--- src/rtl/prt_pkg.sv ---
package prt_pkg;
   // register map
   localparam int ADR_CTRL   = 0;
   localparam int ADR_RELOAD = 1;
   localparam int ADR_COUNT  = 2;
   localparam int ADR_DUTY0  = 3;

   typedef enum logic {
      SRC_SYS = 1'b0,
      SRC_EXT = 1'b1
   } prt_src_e;
endpackage

--- src/rtl/prt_edge_sync.sv ---
module prt_edge_sync #(
   parameter int STAGES = 2
) (
   input  logic clk,
   input  logic rst_n,
   input  logic async_i,
   output logic rise_o
);
   localparam int LAST = STAGES - 1;

   generate
      if (STAGES < 2) begin : g_bad
         $error("prt_edge_sync: STAGES must be at least 2");
      end
   endgenerate

   logic [STAGES-1:0] sync_q;
   logic              last_q;

   always_ff @(posedge clk or negedge rst_n) begin
      if (!rst_n) begin
         sync_q <= '0;
         last_q <= 1'b0;
      end else begin
         sync_q <= {sync_q[STAGES-2:0], async_i};
         last_q <= sync_q[LAST];
      end
   end

   assign rise_o = sync_q[LAST] & ~last_q;
endmodule

--- src/rtl/prt_prescaler.sv ---
module prt_prescaler #(
   parameter int PRE_W = 7,
   parameter int SEL_W = 3
) (
   input  logic             clk,
   input  logic             rst_n,
   input  logic             run,
   input  logic             src_tick,
   input  logic             clr,
   input  logic [SEL_W-1:0] tap,
   output logic             adv
);
   generate
      if (PRE_W < 1) begin : g_bad
         $error("prt_prescaler: PRE_W must be positive");
      end
   endgenerate

   logic [PRE_W-1:0] pre_q;
   logic [PRE_W-1:0] low_mask;

   // bits below the tap must all be ones for the carry to reach the tap
   assign low_mask = ~({PRE_W{1'b1}} << tap);
   assign adv      = run & src_tick & (&(pre_q | ~low_mask));

   always_ff @(posedge clk or negedge rst_n) begin
      if (!rst_n)
         pre_q <= '0;
      else if (clr)
         pre_q <= '0;
      else if (run && src_tick)
         pre_q <= pre_q + 1'b1;
   end
endmodule

--- src/rtl/prt_counter.sv ---
module prt_counter #(
   parameter int W = 8
) (
   input  logic         clk,
   input  logic         rst_n,
   input  logic         ld_direct,
   input  logic         ld_reload,
   input  logic [W-1:0] ld_val,
   input  logic [W-1:0] reload,
   input  logic         adv,
   output logic [W-1:0] cnt_q,
   output logic [W-1:0] cnt_nxt,
   output logic         ovf,
   output logic         step
);
   localparam logic [W-1:0] TOP = '1;

   always_comb begin
      ovf     = 1'b0;
      step    = 1'b0;
      cnt_nxt = cnt_q;
      if (ld_direct)
         cnt_nxt = ld_val;
      else if (ld_reload)
         cnt_nxt = reload;
      else if (adv) begin
         if (cnt_q == TOP) begin
            ovf     = 1'b1;
            cnt_nxt = reload;
         end else begin
            step    = 1'b1;
            cnt_nxt = cnt_q + 1'b1;
         end
      end
   end

   always_ff @(posedge clk or negedge rst_n) begin
      if (!rst_n)
         cnt_q <= '0;
      else
         cnt_q <= cnt_nxt;
   end
endmodule

--- src/rtl/prt_channel.sv ---
module prt_channel #(
   parameter int W = 8
) (
   input  logic         clk,
   input  logic         rst_n,
   input  logic         ovf,
   input  logic         step,
   input  logic [W-1:0] cnt_nxt,
   input  logic [W-1:0] duty,
   output logic [W-1:0] cmp_q,
   output logic         pwm_q
);
   always_ff @(posedge clk or negedge rst_n) begin
      if (!rst_n) begin
         cmp_q <= '0;
         pwm_q <= 1'b0;
      end else if (ovf) begin
         cmp_q <= duty;
         pwm_q <= 1'b1;
      end else if (step && (cnt_nxt == cmp_q)) begin
         pwm_q <= 1'b0;
      end
   end
endmodule

--- src/rtl/pwm_reload_timer.sv ---
module pwm_reload_timer #(
   parameter int CNT_W       = 8,
   parameter int PRE_W       = 7,
   parameter int NUM_CH      = 4,
   parameter int ADDR_W      = 3,
   parameter int SYNC_STAGES = 2
) (
   input  logic              clk,
   input  logic              rst_n,
   input  logic              ext_clk_i,
   input  logic              bus_wr,
   input  logic [ADDR_W-1:0] bus_addr,
   input  logic [CNT_W-1:0]  bus_wdata,
   output logic [CNT_W-1:0]  bus_rdata,
   output logic [NUM_CH-1:0] pwm_o
);
   import prt_pkg::*;

   localparam int SEL_W   = $clog2(PRE_W + 1);
   localparam int RUN_BIT = SEL_W;
   localparam int EXT_BIT = SEL_W + 1;
   localparam int FRC_BIT = SEL_W + 2;

   generate
      if (FRC_BIT >= CNT_W) begin : g_bad_ctrl
         $error("pwm_reload_timer: control fields do not fit CNT_W");
      end
      if (ADR_DUTY0 + NUM_CH > (1 << ADDR_W)) begin : g_bad_addr
         $error("pwm_reload_timer: ADDR_W too small for NUM_CH");
      end
      if (NUM_CH < 1) begin : g_bad_ch
         $error("pwm_reload_timer: NUM_CH must be positive");
      end
   endgenerate

   // register state
   logic [SEL_W-1:0]  tap_q;
   logic              run_q;
   prt_src_e          src_q;
   logic [CNT_W-1:0]  reload_q;
   logic [CNT_W-1:0]  duty_q [NUM_CH];

   logic wr_ctrl, wr_count, frc;
   assign wr_ctrl  = bus_wr && (int'(bus_addr) == ADR_CTRL);
   assign wr_count = bus_wr && (int'(bus_addr) == ADR_COUNT);
   assign frc      = wr_ctrl && bus_wdata[FRC_BIT];

   always_ff @(posedge clk or negedge rst_n) begin
      if (!rst_n) begin
         tap_q    <= '0;
         run_q    <= 1'b0;
         src_q    <= SRC_SYS;
         reload_q <= '0;
      end else if (bus_wr) begin
         if (int'(bus_addr) == ADR_CTRL) begin
            tap_q <= bus_wdata[SEL_W-1:0];
            run_q <= bus_wdata[RUN_BIT];
            src_q <= prt_src_e'(bus_wdata[EXT_BIT]);
         end
         if (int'(bus_addr) == ADR_RELOAD)
            reload_q <= bus_wdata;
      end
   end

   genvar gi;
   generate
      for (gi = 0; gi < NUM_CH; gi++) begin : g_duty
         always_ff @(posedge clk or negedge rst_n) begin
            if (!rst_n)
               duty_q[gi] <= '0;
            else if (bus_wr && (int'(bus_addr) == ADR_DUTY0 + gi))
               duty_q[gi] <= bus_wdata;
         end
      end
   endgenerate

   // count source
   logic ext_rise, src_tick, adv, cnt_ld;
   prt_edge_sync #(.STAGES(SYNC_STAGES)) u_sync (
      .clk     (clk),
      .rst_n   (rst_n),
      .async_i (ext_clk_i),
      .rise_o  (ext_rise)
   );
   assign src_tick = (src_q == SRC_EXT) ? ext_rise : 1'b1;
   assign cnt_ld   = wr_count | frc;

   prt_prescaler #(.PRE_W(PRE_W), .SEL_W(SEL_W)) u_pre (
      .clk      (clk),
      .rst_n    (rst_n),
      .run      (run_q),
      .src_tick (src_tick),
      .clr      (cnt_ld),
      .tap      (tap_q),
      .adv      (adv)
   );

   logic [CNT_W-1:0] cnt_q, cnt_nxt;
   logic             ovf, step;
   prt_counter #(.W(CNT_W)) u_cnt (
      .clk       (clk),
      .rst_n     (rst_n),
      .ld_direct (wr_count),
      .ld_reload (frc),
      .ld_val    (bus_wdata),
      .reload    (reload_q),
      .adv       (adv),
      .cnt_q     (cnt_q),
      .cnt_nxt   (cnt_nxt),
      .ovf       (ovf),
      .step      (step)
   );

   // compare channels
   logic [NUM_CH-1:0][CNT_W-1:0] cmp_w;
   generate
      for (gi = 0; gi < NUM_CH; gi++) begin : g_ch
         prt_channel #(.W(CNT_W)) u_ch (
            .clk     (clk),
            .rst_n   (rst_n),
            .ovf     (ovf),
            .step    (step),
            .cnt_nxt (cnt_nxt),
            .duty    (duty_q[gi]),
            .cmp_q   (cmp_w[gi]),
            .pwm_q   (pwm_o[gi])
         );
      end
   endgenerate

   // read mux
   always_comb begin
      bus_rdata = '0;
      if (int'(bus_addr) == ADR_CTRL) begin
         bus_rdata[SEL_W-1:0] = tap_q;
         bus_rdata[RUN_BIT]   = run_q;
         bus_rdata[EXT_BIT]   = (src_q == SRC_EXT);
      end else if (int'(bus_addr) == ADR_RELOAD)
         bus_rdata = reload_q;
      else if (int'(bus_addr) == ADR_COUNT)
         bus_rdata = cnt_q;
      else begin
         for (int k = 0; k < NUM_CH; k++)
            if (int'(bus_addr) == ADR_DUTY0 + k)
               bus_rdata = duty_q[k];
      end
   end
endmodule

--- config.mk ---
export PLATFORM = sky130hd
export DESIGN_NAME = pwm_reload_timer
export DESIGN_NICKNAME = d
export VERILOG_FILES = /design/src/rtl/prt_pkg.sv /design/src/rtl/prt_edge_sync.sv /design/src/rtl/prt_prescaler.sv /design/src/rtl/prt_counter.sv /design/src/rtl/prt_channel.sv /design/src/rtl/pwm_reload_timer.sv
export SDC_FILE = /design/constraint.sdc
export NUM_CORES = 1
export LEC_CHECK = 0
export ABC_AREA = 1
export ABC_CLOCK_PERIOD_IN_PS = 2600
export BUFFER_PORTS_ARGS = -buffer_cell sky130_fd_sc_hd__buf_4
export CAP_MARGIN = 20
export CELL_PAD_IN_SITES_DETAIL_PLACEMENT = 1
export CELL_PAD_IN_SITES_GLOBAL_PLACEMENT = 1
export CORE_MARGIN = 2
export CORE_UTILIZATION = 40
export CTS_CLUSTER_DIAMETER = 120
export CTS_CLUSTER_SIZE = 14
export DETAILED_ROUTE_END_ITERATION = 8
export GPL_TIMING_DRIVEN = 0
export PLACE_DENSITY = 0.75
export SLEW_MARGIN = 10
export SYNTH_ARGS = -nofsm -noshare
export SYNTH_HDL_FRONTEND = slang
export SYNTH_HIERARCHICAL = 1
export SYNTH_SLANG_ARGS = --single-unit
--- constraint.sdc ---
create_clock -name clk -period 2.6 [get_ports clk]
set_input_delay 0.13 -clock clk [delete_from_list [all_inputs] [get_ports clk]]
set_output_delay 0.13 -clock clk [all_outputs]
set_load 0.01 [all_outputs]
; ---- Yosys cells after proc, flatten, opt, wreduce, memory -nomap -nowiden
; Cells that the tools add are included.
[word_totals]
reg_bits = 99
inputBits = 15
out_inout_bits = 12
[op_classes]
n_addsub = 2
eq_ne = 11
shifts = 1
muxes = 31
bitwise_logic = 8
n_reduce_logical = 21
[op_table]
columns = operator, count
row1 = $mux 8, 10
row2 = $eq 8x8->1, 4
row3 = $mux 1, 17
row4 = $mux 7, 2
row5 = $not 7->7, 2
row6 = $eq 3x3->1 const B, 4
row7 = $logic_and 1x1->1, 12
row8 = $reduce_bool 2->1, 5
row9 = $add 8x1->8 const B, 1
row10 = $eq 8x8->1 const B, 1
row11 = $add 7x1->7 const B, 1
row12 = $or 7x7->7, 1
row13 = $reduce_and 7->1, 1
row14 = $shl 7x3->7 const A, 1
row15 = $eq 3x2->1 const B, 2
row16 = $mux 5, 1
row17 = $reduce_and 2->1, 2
row18 = $and 1x1->1, 3
row19 = $logic_not 3->1, 1
row20 = $mux 3, 1
row21 = $not 1->1, 1
row22 = $or 1x1->1, 1

; ---- Longest topological paths before layout
; Gate-level depths: netlist (run 1).
[logic_depth]
word_depth = 13
mapped_depth = 26

; ---- By module
; The synthesis (run 1) kept the hierarchy.
[modules_own_cells]
columns = mod, n_inst, cells_each, area_each_um2, seq_area_each_um2
row1 = pwm_reload_timer, 1, 265, 2332.2, 1126.1
row2 = prt_channel, 4, 66, 466.7, 225.2
row3 = prt_counter, 1, 94, 629.4, 200.2
row4 = prt_prescaler, 1, 61, 429.2, 175.2
row5 = prt_edge_sync, 1, 5, 85.1, 75.1

; ---- Worst setup path after synthesis (run 1)
; OpenSTA, ideal clock, no wires.
[synth_timing]
path_type = register to register
from = register u_sync.last_q
to = register g_ch[0].u_ch.cmp_q[1]
arrival_time_ns = 2.432
path_slack_ns = 0.040
path_stages_with_launch = 14
n_path_buf = 1
synth_period_minus_slack_ns = 2.560
cell_sequence = dfrtp_1 -> nor2_2 -> inv_1 -> nand2_1 -> nand2_2 -> a21oi_1 -> nand2_1 -> a21oi_1 -> inv_2 -> nor2_4 -> nand3_4 -> nor2_1 -> buf_2 -> o21ai_0
[synth_via]
elab_chain_len = 8
[synth_rtl]
columns = item, line
row1 = from (decl), prt_edge_sync.sv:18  ; logic last_q;
row2 = from (signal assigned), prt_edge_sync.sv:26  ; last_q <= sync_q[LAST];
row3 = $not 1->1, prt_edge_sync.sv:30  ; assign rise_o = sync_q[LAST] & ~last_q;
row4 = $and 1x1->1, prt_edge_sync.sv:30
row5 = named net ext_rise, pwm_reload_timer.sv:78  ; logic ext_rise, src_tick, adv, cnt_ld;
row6 = $mux 1, pwm_reload_timer.sv:85  ; assign src_tick = (src_q == SRC_EXT) ? ext_rise : 1'b1;
row7 = named net src_tick, pwm_reload_timer.sv:78
row8 = $and 1x1->1 (2 in series), prt_prescaler.sv:24  ; assign adv = run & src_tick & (&(pre_q | ~low_mask));
row9 = named net adv, pwm_reload_timer.sv:78
row10 = $mux 1, prt_counter.sv:26  ; else if (adv) begin
row11 = $mux 1, prt_counter.sv:24  ; else if (ld_reload)
row12 = $mux 1, prt_counter.sv:22  ; if (ld_direct)
row13 = named net ovf, pwm_reload_timer.sv:99  ; logic ovf, step;
row14 = to (signal assigned), prt_channel.sv:18  ; cmp_q <= duty;
row15 = to (decl), prt_channel.sv:10  ; output logic [W-1:0] cmp_q,
; The timed path passes the listed nets, and every way through them passes these cells.
; A chain may end at the register's enable or synchronous reset.

; ---- Worst setup path after layout (run 1)
[layout_timing]
from = register u_sync.last_q
to = register g_ch[3].u_ch.pwm_q
[layout_via]
elab_chain_len = 11
elab_cells_between_ends = 18
[layout_rtl]
columns = item, line
row1 = $not 1->1, prt_edge_sync.sv:30
row2 = $and 1x1->1, prt_edge_sync.sv:30
row3 = named net ext_rise, pwm_reload_timer.sv:78
row4 = $mux 1, pwm_reload_timer.sv:85
row5 = named net src_tick, pwm_reload_timer.sv:78
row6 = $and 1x1->1 (2 in series), prt_prescaler.sv:24
row7 = named net adv, pwm_reload_timer.sv:78
row8 = $mux 8, prt_counter.sv:26
row9 = $mux 8, prt_counter.sv:24
row10 = $mux 8, prt_counter.sv:22
row11 = named net cnt_nxt[3], pwm_reload_timer.sv:98  ; logic [CNT_W-1:0] cnt_q, cnt_nxt;
row12 = $eq 8x8->1, prt_channel.sv:20  ; end else if (step && (cnt_nxt == cmp_q)) begin
row13 = $logic_and 1x1->1, prt_channel.sv:20
row14 = $reduce_bool 2->1 (no source line), n/a
row15 = to (signal assigned), prt_channel.sv:16  ; pwm_q <= 1'b0;
row16 = to (signal assigned), prt_channel.sv:19  ; pwm_q <= 1'b1;
row17 = to (signal assigned), prt_channel.sv:21  ; pwm_q <= 1'b0;
row18 = to (decl), prt_channel.sv:11  ; output logic pwm_q
; The timed path passes the listed nets, and every way through them passes these cells.

==> metrics.txt, run 1 <==
status=finished, violations left; failing checks=negative setup slack; Synth Area per Inst=7.754 um^2; share of the yosys chip area belonging to registers=46.37%; maximum VDD drop=459.8 uV; Worst Path Required=2.85 ns; Power per Cell Area=756.4 nW/um^2; # fillers=1622; # H-tree levels=3; n_diodes=0; Power Total=4.983 mW; commonest non-fill, non-tap cell in the layout=nand2_1; pre-CTS WS=-0.9173 ns; clk slew on worst S/H paths=0.07 ns; setup TNS=-0.2910 ns; critical path class=reg -> reg; Slew Limit Fails=0; area grow syn2layout=23.30%; CP Launch Point=u_sync/last_q$_DFF_PN0_; flops & latches, synth=99; Final ANT Viol Nets=0; Core Area=13140 um^2; CTS tree=built; Total GRT Usage=25.69%; die area=14300 um^2; Slew headroom=35.53%; Post-DP HPWL=12220 um; most frequent cells in the layout=211 x nand2_1, 99 x dfrtp_1, 89 x inv_1; drt via density=5.232; Syn Std Cell Area=5343 um^2; P_leak=3.163 nW; CP Launch Type=flip-flop; Clock Skews=0.009974 ns; proportion of layout cells with a drive suffix above 1=22.85%; clock tree buffer depth=2; GPL Wtd Cong=0.9597; vias in the first global route=4916; syn nets=706; DR iter-0 viols=368; Worst setup EP type=flip-flop; CTS root buf=clkbuf_16; ratio of final minimum period to clock period=104.4%; Final min period=2.716 ns; total clock sinks=99; TritonCTS buffer count=9; PortBufs=25; max-cap check violation count=0; Crit Reg-Reg Startpoint=u_sync/last_q$_DFF_PN0_; Distinct cells, synth=38; Synth Warn #=6; first-pass GRT wire length=27710 um; Final Hold Fails=0; Worst-Skew Late Latency=0.35 ns; RSZ-0062 raised after global routing=yes; final setup fails=4; Hold Startpoint=bus_wdata[0]; Routed WL per cell=19.55 um; routed wire length=18240 um; Row Count=42; largest net degree at the start of global routing=100; starting density of the core=40.67%; Vert. Die Dim=119.6 um; setup ws final=-0.1155 ns; Post-Synthesis Cells=689; GRT Residual Overflow=0; DRC viols=0; initial antenna violation count=0; nets=769; Die X=119.6 um; highest net fanout along the worst path=5; IO Pins=27; Worst Tran Pin Value=0.9671 ns; Hold/Removal Path Class=in -> reg; fmax=368.3 MHz; Worst EP arrival=2.97 ns; hold slack=0.1773 ns; drt pass-1 iters=5; Vias=4881
## Yosys cell counts
cell type  number  share of area [%]
nand2_1       219                 15
dfrtp_1        99                 46
inv_1          91                6.4
o21ai_0        46                4.3
nor2_1         45                3.2
nand3_1        32                3.0
nand4_1        32                3.7
o21ai_2        20                3.3
a21oi_1        13                1.2
o21ai_1        13                1.2
nand2_2        10                1.2
xnor2_1         8                1.3
buf_2           7               0.66
inv_2           6               0.42
buf_6           5                1.1
nand2_4         5                1.1
nor2_2          5               0.59
nor2_4          4               0.84
o211ai_1        4               0.56
and3_1          2               0.23
ha_1            2               0.47
inv_4           2               0.23
nand3_2         2               0.37
nand3_4         2               0.66
o22ai_1         2               0.23
a31oi_1         1               0.12
a32oi_1         1               0.16
and2_1          1               0.12
buf_4           1               0.14
buf_8           1               0.28
clkbuf_1        1              0.070
clkbuf_8        1               0.26
clkinv_2        1              0.094
nand3b_1        1               0.14
nor3_1          1              0.094
nor3_4          1               0.30
or2_2           1               0.12
xor2_1          1               0.16
## final cells by class
type                       count  area, um^2  share of cell area [%]
buffer                        16       145.1                   2.203
timing repair buffer          49       410.4                   6.230
tap                          176       220.2                   3.343
inverter                     100       384.1                   5.831
clock inverter                 4       72.57                   1.102
multi-input combinational    477        2621                   39.79
clock buffer                  12       256.5                   3.894
sequential                    99        2477                   37.61
## where the power goes
part | switching (mW) | leakage, nW | internal, mW
clock | 0.594 | 0.159 | 0.895
combinational | 0.871 | 1.73 | 0.560
sequential | 0.287 | 1.27 | 1.78
total | 1.75 | 3.16 | 3.23
## state kept, by name (all words and copies together), names as in the netlist
signal and cells:
duty_q 32, g_ch.u_ch/cmp_q 32, g_ch.u_ch/pwm_q 4, reload_q 8, run_q 1, src_q 1
tap_q 3, u_cnt/cnt_q 8, u_pre/pre_q 7, u_sync/last_q 1, u_sync/sync_q 2
## critical path, cell delays in order (launching register included)
cell	delay, ns
dfrtp_1	0.37
nor2_2	0.09
inv_1	0.05
nand2_2	0.07
nand2_4	0.06
a21oi_2	0.12
nand2_2	0.08
a21oi_4	0.19
buf_6	0.16
inv_4	0.04
nor2_4	0.11
nand3_4	0.12
nand2_4	0.12
buf_6	0.12
nand2_4	0.04
nand3_4	0.10
and2_4	0.23
inv_1	0.06
nand2_1	0.07
nand4_1	0.11
nor2_1	0.12
nand2_1	0.07
nand2_1	0.05
nand2_1	0.05
## final timing paths
kind / to / slack [ns] / cells past startpoint
worst min register to register: u_sync/sync_q[1]$_DFF_PN0_ / 0.36 / 0
worst min-delay path: u_cnt/cnt_q[0]$_DFF_PN0_ / 0.18 / 3
min in group asynchronous: u_cnt/cnt_q[2]$_DFF_PN0_ / 0.41 / 2
worst max-delay path: g_ch[3].u_ch/pwm_q$_DFFE_PN0P_ / -0.12 / 23
worst max register to register: g_ch[3].u_ch/pwm_q$_DFFE_PN0P_ / -0.12 / 23
max in group asynchronous: g_ch[2].u_ch/cmp_q[2]$_DFFE_PN0P_ / 1.47 / 2
## per-layer routing
layer | up-vias | wire, um | GRT usage [%]
met5 | - | 0 | 0
met4 | 0 | 314 | 8.382
met3 | 21 | 748 | 3.945
met2 | 100 | 9148 | 42.00
met1 | 2420 | 8029 | 35.14
li1 | 2340 | - | -
## metrics by stage
| stage | util, % | area, um^2 | std cells |
|---|---|---|---|
| final | 50.14 | 6588 | 933 |
| after global routing | 50.14 | 6588 | 933 |
| after CTS | 48.28 | 6342 | 923 |
| after detailed placement | 44.08 | 5791 | 893 |
| after global placement | 43.77 | 5751 | 890 |
| after floorplan | - | 5343 | 689 |
## cell families (layout without fill, tap and decap cells)
logic type | Yosys count | after routing | share of synthesized area [%]
simple gates | 363 | 366 | 30.98
buf+inv | 116 | 181 | 9.601
compound gates | 100 | 100 | 11.10
flops | 99 | 99 | 46.37
xor+xnor | 9 | 9 | 1.475
fa+ha+maj | 2 | 2 | 0.4683
## what timing repair did
action / 4_1_cts / 5_1_grt
endpoints found under the hold margin: 100 / 0
cloned: 1 / 2
hold buffers: 2 / 0
pin swaps: 10 / 12
resized for setup: 26 / 47
setup buffers: 11 / 8
endpoints found under the setup margin: 44 / 36
(Power assumes the default switching activity.)
==> inputs of run 2 (changes only) <==
--- a/config.mk
+++ b/config.mk
@@ -7,7 +7,6 @@
 export LEC_CHECK = 0
 export ABC_AREA = 1
 export ABC_CLOCK_PERIOD_IN_PS = 2600
-export BUFFER_PORTS_ARGS = -buffer_cell sky130_fd_sc_hd__buf_4
 export CAP_MARGIN = 20
 export CELL_PAD_IN_SITES_DETAIL_PLACEMENT = 1
 export CELL_PAD_IN_SITES_GLOBAL_PLACEMENT = 1
@@ -16,10 +15,10 @@
 export CTS_CLUSTER_DIAMETER = 120
 export CTS_CLUSTER_SIZE = 14
 export DETAILED_ROUTE_END_ITERATION = 8
+export DONT_BUFFER_PORTS = 1
 export GPL_TIMING_DRIVEN = 0
-export PLACE_DENSITY = 0.75
+export PLACE_DENSITY = 0.81
 export SLEW_MARGIN = 10
 export SYNTH_ARGS = -nofsm -noshare
 export SYNTH_HDL_FRONTEND = slang
-export SYNTH_HIERARCHICAL = 1
 export SYNTH_SLANG_ARGS = --single-unit
==> metrics.txt, run 2 <==
slowest library cell on the worst path=dfrtp_2; maximum VDD drop=329.5 uV; Slew headroom=62.45%; largest net degree at the start of global routing=100; CTS root buf=clkbuf_16; # fillers=1631; Post-synth ARST share=100.0%; share of the synthesized area in the top cell type=46.53%; commonest non-fill, non-tap cell in the layout=nand2_1; DR iter-0 viols=350; Final Hold Fails=0; Worst-Skew Late Latency=0.36 ns; Vias=4798; largest area contributor in the netlist=dfrtp_1; GRT Residual Overflow=0; die area=14250 um^2; Post-DP HPWL=12960 um; nets=729; Top FF cell, synth=dfrtp_1; status=completed; CP Launch Type=flip-flop; most frequent cells in the layout=207 x nand2_1, 97 x dfrtp_1, 83 x inv_1; Routed WL per cell=19.01 um; n_diodes=0; crit-path max cell delay=0.47 ns; final setup fails=0; Core Area=13140 um^2; IO Pins=27; TritonCTS buffer count=9; EDFF count, synth=0; syn nets=713; biggest regs=duty_q: 32 flops, g_ch.u_ch.cmp_q: 32 flops; first-pass GRT wire length=27230 um; Synth Area per Inst=7.649 um^2; ratio of final minimum period to clock period=91.81%; Worst Path Required=2.84 ns; drt pass-1 iters=4; Syn Std Cell Area=5324 um^2; Synth Warn #=0; CTS tree=built; Clock Skews=0.005747 ns; RSZ-0062 raised after global routing=no; vias in the first global route=5062; critical path class=reg -> reg; area grow syn2layout=10.83%; Worst setup EP type=flip-flop; placed cells=872; Vert. Die Dim=119.4 um; setup TNS=0 ns; share of the yosys chip area belonging to registers=46.53%; GPL Wtd Cong=0.9201; multi-input combinational cell area=2386 um^2; Finished Cell Area=5901 um^2; Row Count=42; worst-path cell chain=ha_1 -> nand2_2 -> nor2_4 -> nand2_4 -> clkinv_2 -> nand2_1 -> nand2_1 -> nand2_1 -> nand3_1 -> nand2_2 -> nand2_2 -> nand2_1 -> nand3_1 -> nor2_1 -> nand3_1 -> nand2_1 -> nand2_1; Final ANT Viol Nets=0; CP delay by family, top=simple AND/OR/NAND/NOR gates; total clock sinks=99; max-cap check violation count=0; clock tree buffer depth=2; Non-Filler Instances=893; Total GRT Usage=24.91%; drt via density=5.373; Hold/Removal Path Class=in -> reg; Die X=119.4 um; Crit path top cell by count=nand2_1; PortBufs=0; Worst EP arrival=2.63 ns; DRC viols=0; Power per Cell Area=830.2 nW/um^2; crit path buf inv count=1; Area after DPL=5544 um^2; clk slew on worst S/H paths=0.07 ns; top cells by count, synth=207 x nand2_1, 99 x dfrtp_1, 83 x inv_1; initial antenna violation count=0; starting density of the core=40.52%; Worst Tran Pin Value=0.5632 ns; fmax=418.9 MHz; Seq. cell area=2480 um^2; P_leak=2.911 nW; Final min period=2.387 ns; # H-tree levels=3; Slew Limit Fails=0; ranking of synthesized cells by area=dfrtp_1 47%, nand2_1 15%, o21ai_0 7.2%; flops & latches, synth=99; highest net fanout along the worst path=9; Post-Synthesis Cells=696; routed wire length=16970 um; Distinct cells, synth=36; count leader, synth=nand2_1; proportion of layout cells with a drive suffix above 1=10.88%
## run 2: cell types whose count changed in the layout (fill, tap and decap cells not counted), sizes merged, moves of 5 or more
cell,previous run,this run
nand4,32,1
a221oi,0,5
buf,61,15
inv,99,92
nand3,37,57
nor2,54,46
nand3b,1,9
a21oi,13,31
xnor2,8,2
## run 2: area by class of cell
| type | count | area share [%] |
|---|---|---|
| timing repair buffer | 5 | 1.060 |
| inverter | 93 | 5.958 |
| clock inverter | 7 | 1.039 |
| clock buffer | 9 | 3.817 |
| sequential | 99 | 42.03 |
| tap | 176 | 3.732 |
| multi-input combinational | 485 | 40.44 |
| buffer | 19 | 1.930 |
## run 2: worst paths after layout
kind	depth (start not counted)	to	start	slack, ns
worst max-delay path	17	g_ch[3].u_ch.pwm_q$_DFFE_PN0P_	u_cnt.cnt_q[1]$_DFF_PN0_	0.21
worst min-delay path	2	u_cnt.cnt_q[0]$_DFF_PN0_	bus_wdata[0]	0.07
worst max register to register	17	g_ch[3].u_ch.pwm_q$_DFFE_PN0P_	u_cnt.cnt_q[1]$_DFF_PN0_	0.21
worst min register to register	0	u_sync.sync_q[1]$_DFF_PN0_	u_sync.sync_q[0]$_DFF_PN0_	0.35
max in group asynchronous	2	g_ch[0].u_ch.cmp_q[7]$_DFFE_PN0P_	rst_n	1.83
min in group asynchronous	2	g_ch[0].u_ch.pwm_q$_DFFE_PN0P_	rst_n	0.31
## run 2: logic make-up after synthesis
group | Yosys count | share of synthesized area, %
adders and majority gates | 2 | 0.4700
muxes | 2 | 0.4230
DFF | 99 | 46.53
buffers and inverters | 112 | 8.743
AOI/OAI and AO/OA | 129 | 13.23
and+or+nand+nor | 346 | 29.61
xor gates and xnor gates | 6 | 0.9871
## run 2: per-stage QoR
stage / hold WS, ns / worst slack (ns) / util (%) / total power [mW]
floorplan: -0.1656 / 0.7044 / - / 3.020
global route: 0.08525 / 0.01563 / 44.91 / 5.191
global placement: -0.1627 / 0.1937 / 42.20 / 3.430
CTS: 0.06567 / 0.1318 / 44.74 / 4.885
finish: 0.07160 / 0.2129 / 44.91 / 4.899
detailed placement: -0.1628 / 0.1553 / 42.20 / 3.514
## run 2: where the power goes
part           internal [mW]  switching, mW  total [mW]
sequential              1.77          0.287        2.05
clock                  0.666          0.647        1.31
combinational          0.501           1.03        1.53
total                   2.94           1.96        4.90
## run 2: repair_timing
item                                   in CTS  in global routing
endpoints found under the hold margin     100                  0
setup endpoints to repair                   0                  4
setup buffers                               0                  2
hold buffers                                3                  0
gates resized for setup                     0                  3
## run 2: worst register-to-register path, delay by kind of cell (launching register included)
kind	cells	cell delay, ns
and+or+nand+nor	15	1.45
DFF	1	0.47
buffers and inverters	1	0.13
adders and majority gates	1	0.25
## run 2: metal layers
layer  GRT usage, %  share of wire (%)  vias up
met5              0                  0        -
met4          11.84                4.1        0
met3          4.646                4.0       46
met2          41.56                 49      116
met1          31.22                 42     2375
li1               -                  -     2261
